`config.mk`:
```
export PLATFORM = sky130hd
export DESIGN_NAME = bus_trap_ctrl
export DESIGN_NICKNAME = d
export VERILOG_FILES = /design/src/rtl/btc_pkg.sv /design/src/rtl/btc_regs.sv /design/src/rtl/btc_flags.sv /design/src/rtl/btc_seq.sv /design/src/rtl/bus_trap_ctrl.sv
export SDC_FILE = /design/constraint.sdc
export NUM_CORES = 1
export LEC_CHECK = 0
export BUFFER_PORTS_ARGS = -buffer_cell sky130_fd_sc_hd__buf_2
export CORE_UTILIZATION = 50
export CTS_BUF_LIST = sky130_fd_sc_hd__clkbuf_8
export DETAILED_ROUTE_END_ITERATION = 6
export PLACE_DENSITY = 0.79
export SKIP_CTS_REPAIR_TIMING = 1
export SYNTH_ARGS = -nofsm -noshare
export SYNTH_HDL_FRONTEND = slang
export SYNTH_HIERARCHICAL = 1
export SYNTH_SLANG_ARGS = --single-unit
```
`constraint.sdc`:
```
create_clock -name clk -period 2.6 [get_ports clk]
set_input_delay 0.52 -clock clk [delete_from_list [all_inputs] [get_ports clk]]
set_output_delay 0.52 -clock clk [all_outputs]
set_load 0.01 [all_outputs]
```
`src/rtl/btc_pkg.sv`:
```
package btc_pkg;
  localparam int DATA_W      = 8;
  localparam int OFS_W       = 3;
  localparam int NUM_SRC     = 5;
  localparam logic [OFS_W-1:0] OFS_CTRL    = 3'd4;
  localparam logic [OFS_W-1:0] OFS_STAT    = 3'd5;
  localparam logic [OFS_W-1:0] OFS_RELEASE = 3'd7;
  localparam int CTRL_IRQ_BIT = 6;
  localparam logic [DATA_W-1:0] CTRL_MASK = 8'h5F;

  typedef enum logic [1:0] {
    OWN_MAIN = 2'd0,
    OWN_HALT = 2'd1,
    OWN_AUX  = 2'd2,
    OWN_RET  = 2'd3
  } own_state_e;
endpackage

```
`src/rtl/btc_regs.sv`:
```
module btc_regs
  import btc_pkg::*;
#(
  parameter int ADDR_W = 12,
  parameter logic [ADDR_W-1:0] BASE_LO = 12'h850,
  parameter logic [ADDR_W-1:0] BASE_HI = 12'h870
) (
  input  logic              clk,
  input  logic              rst,
  input  logic              base_sel,
  input  logic              acc_sel,
  input  logic              acc_wr,
  input  logic [ADDR_W-1:0] acc_addr,
  input  logic [DATA_W-1:0] acc_wdata,
  input  logic [DATA_W-1:0] status_in,
  output logic [DATA_W-1:0] ctrl_q,
  output logic              release_pulse,
  output logic [DATA_W-1:0] rd_data
);
  localparam int WIN_LSB = 4;

  logic [ADDR_W-1:0] base_addr;
  logic              win_hit;
  logic [OFS_W-1:0]  ofs;
  logic              wr_hit;
  logic              rd_hit;
  logic [DATA_W-1:0] rd_mux;

  assign base_addr = base_sel ? BASE_HI : BASE_LO;
  assign win_hit   = acc_sel && (acc_addr[ADDR_W-1:WIN_LSB] == base_addr[ADDR_W-1:WIN_LSB]);
  assign ofs       = acc_addr[OFS_W-1:0];
  assign wr_hit    = win_hit && acc_wr;
  assign rd_hit    = win_hit && !acc_wr;
  assign release_pulse = wr_hit && (ofs == OFS_RELEASE);

  always_comb begin
    case (ofs)
      OFS_CTRL: rd_mux = ctrl_q;
      OFS_STAT: rd_mux = status_in;
      default:  rd_mux = '0;
    endcase
  end

  always_ff @(posedge clk) begin
    if (rst) begin
      ctrl_q  <= '0;
      rd_data <= '0;
    end else begin
      if (wr_hit && (ofs == OFS_CTRL)) ctrl_q <= acc_wdata & CTRL_MASK;
      if (rd_hit) rd_data <= rd_mux;
    end
  end

  AST_NO_WRITE_OUTSIDE: assert property (@(posedge clk) disable iff (rst)
    !win_hit |=> $stable(ctrl_q));
endmodule

```
`src/rtl/btc_flags.sv`:
```
module btc_flags
  import btc_pkg::*;
#(
  parameter int N = NUM_SRC
) (
  input  logic         clk,
  input  logic         rst,
  input  logic [N-1:0] cond,
  input  logic [N-1:0] en,
  input  logic         clr,
  output logic [N-1:0] flags_q,
  output logic         trig
);
  logic [N-1:0] hit;
  assign hit  = cond & en;
  assign trig = |hit;

  for (genvar i = 0; i < N; i++) begin : g_flag
    always_ff @(posedge clk) begin
      if (rst || clr) flags_q[i] <= 1'b0;
      else if (hit[i]) flags_q[i] <= 1'b1;
    end

    AST_FLAG_NEEDS_EN: assert property (@(posedge clk) disable iff (rst)
      $rose(flags_q[i]) |-> $past(en[i] && cond[i]));
  end

  AST_FLAGS_CLEARED: assert property (@(posedge clk) disable iff (rst)
    clr |=> (flags_q == '0));
endmodule

```
`src/rtl/btc_seq.sv`:
```
module btc_seq
  import btc_pkg::*;
(
  input  logic clk,
  input  logic rst,
  input  logic trig,
  input  logic release_pulse,
  output logic main_rdy,
  output logic aux_rdy,
  output logic aux_owns_bus
);
  own_state_e state_q, state_d;
  logic main_rdy_q, aux_q;

  always_comb begin
    state_d = state_q;
    case (state_q)
      OWN_MAIN: if (trig) state_d = OWN_HALT;
      OWN_HALT: state_d = OWN_AUX;
      OWN_AUX:  if (release_pulse) state_d = OWN_RET;
      OWN_RET:  state_d = OWN_MAIN;
      default:  state_d = OWN_MAIN;
    endcase
  end

  always_ff @(posedge clk) begin
    if (rst) begin
      state_q    <= OWN_MAIN;
      main_rdy_q <= 1'b1;
      aux_q      <= 1'b0;
    end else begin
      state_q    <= state_d;
      main_rdy_q <= (state_d == OWN_MAIN);
      aux_q      <= (state_d == OWN_AUX);
    end
  end

  assign main_rdy     = main_rdy_q;
  assign aux_rdy      = aux_q;
  assign aux_owns_bus = aux_q;

  AST_TRAP_HALTS: assert property (@(posedge clk) disable iff (rst)
    (state_q == OWN_MAIN && trig) |=> !main_rdy);
  AST_HALT_BEFORE_AUX: assert property (@(posedge clk) disable iff (rst)
    $rose(aux_owns_bus) |-> $past(!main_rdy));
  AST_NEVER_BOTH_RDY: assert property (@(posedge clk) disable iff (rst)
    !(main_rdy && aux_rdy));
  AST_BUS_BACK_FIRST: assert property (@(posedge clk) disable iff (rst)
    $rose(main_rdy) |-> (!aux_owns_bus && $past(!aux_owns_bus)));
endmodule

```
`src/rtl/bus_trap_ctrl.sv`:
```
module bus_trap_ctrl
  import btc_pkg::*;
#(
  parameter int ADDR_W = 12,
  parameter logic [ADDR_W-1:0] BASE_LO = 12'h850,
  parameter logic [ADDR_W-1:0] BASE_HI = 12'h870
) (
  input  logic              clk,
  input  logic              rst,
  input  logic              base_sel,
  input  logic              acc_sel,
  input  logic              acc_wr,
  input  logic [ADDR_W-1:0] acc_addr,
  input  logic [7:0]        acc_wdata,
  output logic [7:0]        rd_data,
  input  logic              err_wprot,
  input  logic              err_noexec,
  input  logic              err_unmapped,
  input  logic              ext_trig,
  input  logic              main_sync,
  input  logic              bus_irq,
  input  logic              bus_nmi,
  output logic              main_rdy,
  output logic              aux_rdy,
  output logic              aux_owns_bus,
  output logic              main_irq
);
  logic [DATA_W-1:0]  ctrl_q;
  logic [DATA_W-1:0]  status;
  logic [NUM_SRC-1:0] cond;
  logic [NUM_SRC-1:0] flags;
  logic               release_pulse;
  logic               trig;

  assign cond   = {main_sync, ext_trig, err_unmapped, err_noexec, err_wprot};
  assign status = {bus_nmi, bus_irq, 1'b1, flags};

  btc_regs #(.ADDR_W(ADDR_W), .BASE_LO(BASE_LO), .BASE_HI(BASE_HI)) u_regs (
    .clk(clk), .rst(rst), .base_sel(base_sel),
    .acc_sel(acc_sel), .acc_wr(acc_wr), .acc_addr(acc_addr), .acc_wdata(acc_wdata),
    .status_in(status), .ctrl_q(ctrl_q), .release_pulse(release_pulse),
    .rd_data(rd_data)
  );

  btc_flags #(.N(NUM_SRC)) u_flags (
    .clk(clk), .rst(rst), .cond(cond), .en(ctrl_q[NUM_SRC-1:0]),
    .clr(release_pulse), .flags_q(flags), .trig(trig)
  );

  btc_seq u_seq (
    .clk(clk), .rst(rst), .trig(trig), .release_pulse(release_pulse),
    .main_rdy(main_rdy), .aux_rdy(aux_rdy), .aux_owns_bus(aux_owns_bus)
  );

  assign main_irq = ctrl_q[CTRL_IRQ_BIT];
endmodule

```
==> results.cfg <==
[global_routing]
gr-usage-all-layers_pct = 22.7
grt_max_degree = 32
grt_pass1_wl_mm = 4.26
gr-total-overflow = 0
grt_pass1_vias = 935
antenna_found_initial = 0

[clock_tree]
cts_made_buffers = 3
clkSlewWorstSetupHoldPaths_ns = 0.08
cts_tree = built
clock-sinks = 23
htreeDepth = 1
clock_path_buffers = 2
clk_latency_ns = 0.27
ctsRootBufferMaster = clkbuf_8

[sta]
worstMarginPinSlew_ns = 0.691
period_share_pct = 65.9
skew_ns = 0.00269
rsz0062_at_grt = no
layout_min_cycle_time_ns = 1.71
slew_headroom_pct = 53.6
report.final.hold_viol_count = 0
setup_viol = 0
tns_ns = 0
slew_viol_final = 0
timing.fmax_ghz = 0.584

[synthesis]
syn-num-nets = 146
syn_area_per_cell_sq_um = 10.2
yosys_warnings = 6
synth_area_sq_um = 1140
netlist_instances = 112

[power]
peakVddDrop_mv = 0.371
p_leak_nw = 0.574
p_per_area_nw_per_um2 = 444

[route]
vias = 939
drtAntennaViolNets = 0
drt-vias-per-instance = 5.22
routed_wl_mm = 2.35
drc = 0
avgRoutedWirePerCell_microns = 13.0
dr.pass1.iters = 4
drt_iter0_drc = 18

[critical_path]
start_kind = input pin
crit_arrival_ns = 1.87
worstPathRequired_ns = 2.76
critPathKind = in2reg
setup.worst_path.end_class = register
crit_fanout = 6

[finish]
diodes = 0
fin_area_sq_um = 1410
final_common_cell = buf_2
area_growth_pct = 23.4
drive_gt1_share_pct = 35.9
nNetsFinal = 188
fin_util_pct = 68.4
nFillCells = 183
layout_common_cells = 40 x buf_2, 23 x dfxtp_1, 20 x nand2b_1

[place]
numPortBuffers = 40
gp_congestion = 0.697
place_hpwl_mm = 1.74
placed_area_sq_um = 1370

[die]
dieArea_sq_um = 2480
die_x_microns = 49.8
fp-row-count = 16
die_h_microns = 49.8
ioPinCount = 44
initial_core_util_pct = 55.5
core_sq_um = 2060

[outcome]
outcome = complete, no violations

[hold_path]
hold_path_class = reg2reg

[run]
max_cap_violations = 0
==> worst paths after layout <==
path | start | end | slack, ns | cells after the start
max | acc_addr[10] | u_seq/main_rdy | 0.89 | 6
min | u_regs/rd_data[0] | u_regs/rd_data[0] | 0.47 | 2
max reg2reg | u_seq/state_q[0] | u_seq/aux_owns_bus | 1.29 | 4
min reg2reg | u_regs/rd_data[0] | u_regs/rd_data[0] | 0.47 | 2
==> per-layer routing <==
layer,wire length (microns),vias up,track usage (%)
met5,0,-,0
met4,12,0,4.29
met2,1160,28,39.9
li1,-,479,-
met3,105,2,5.86
met1,1070,430,27.7
==> registers in the layout, summed over array words and instances, names as in the netlist <==
register	count
u_regs/rd_data	8
u_seq/aux_owns_bus	1
u_seq/main_rdy	1
u_regs/ctrl_q	6
u_seq/state_q	2
u_flags/flags_q	5
==> metrics by stage <==
stage	power, mW	hold slack (ns)	std cells	setup slack, ns
after floorplan	0.385	0.472	112	0.549
after global placement	0.412	0.457	176	0.659
after detailed placement	0.415	0.459	176	0.629
final	0.627	0.473	180	0.887
after CTS	0.633	0.477	180	0.916
after global routing	0.657	0.493	180	0.754
==> power breakdown <==
group,switching (mW),internal [mW],leakage (nW)
clock,0.113,0.107,0.0255
sequential,0.0000274,0.352,0.185
combinational,0.0264,0.0278,0.363
==> worst max-delay path, cell delays in order <==
cell,delay [ns]
buf_2,0.09
nand4bb_1,0.33
nor4_1,0.34
buf_4,0.20
mux2i_1,0.11
a211o_1,0.28
==> cell type report <==
type	count	area, sq um	share of cell area, %
clock buffers	3	41.3	2.93
repair buffers	41	208	14.7
multi-input cells	83	656	46.5
inverters	2	7.51	0.532
flip-flops and latches	23	460	32.6
well taps	27	33.8	2.39
clock inverters	1	5.00	0.355
(Power assumes the default switching activity.)
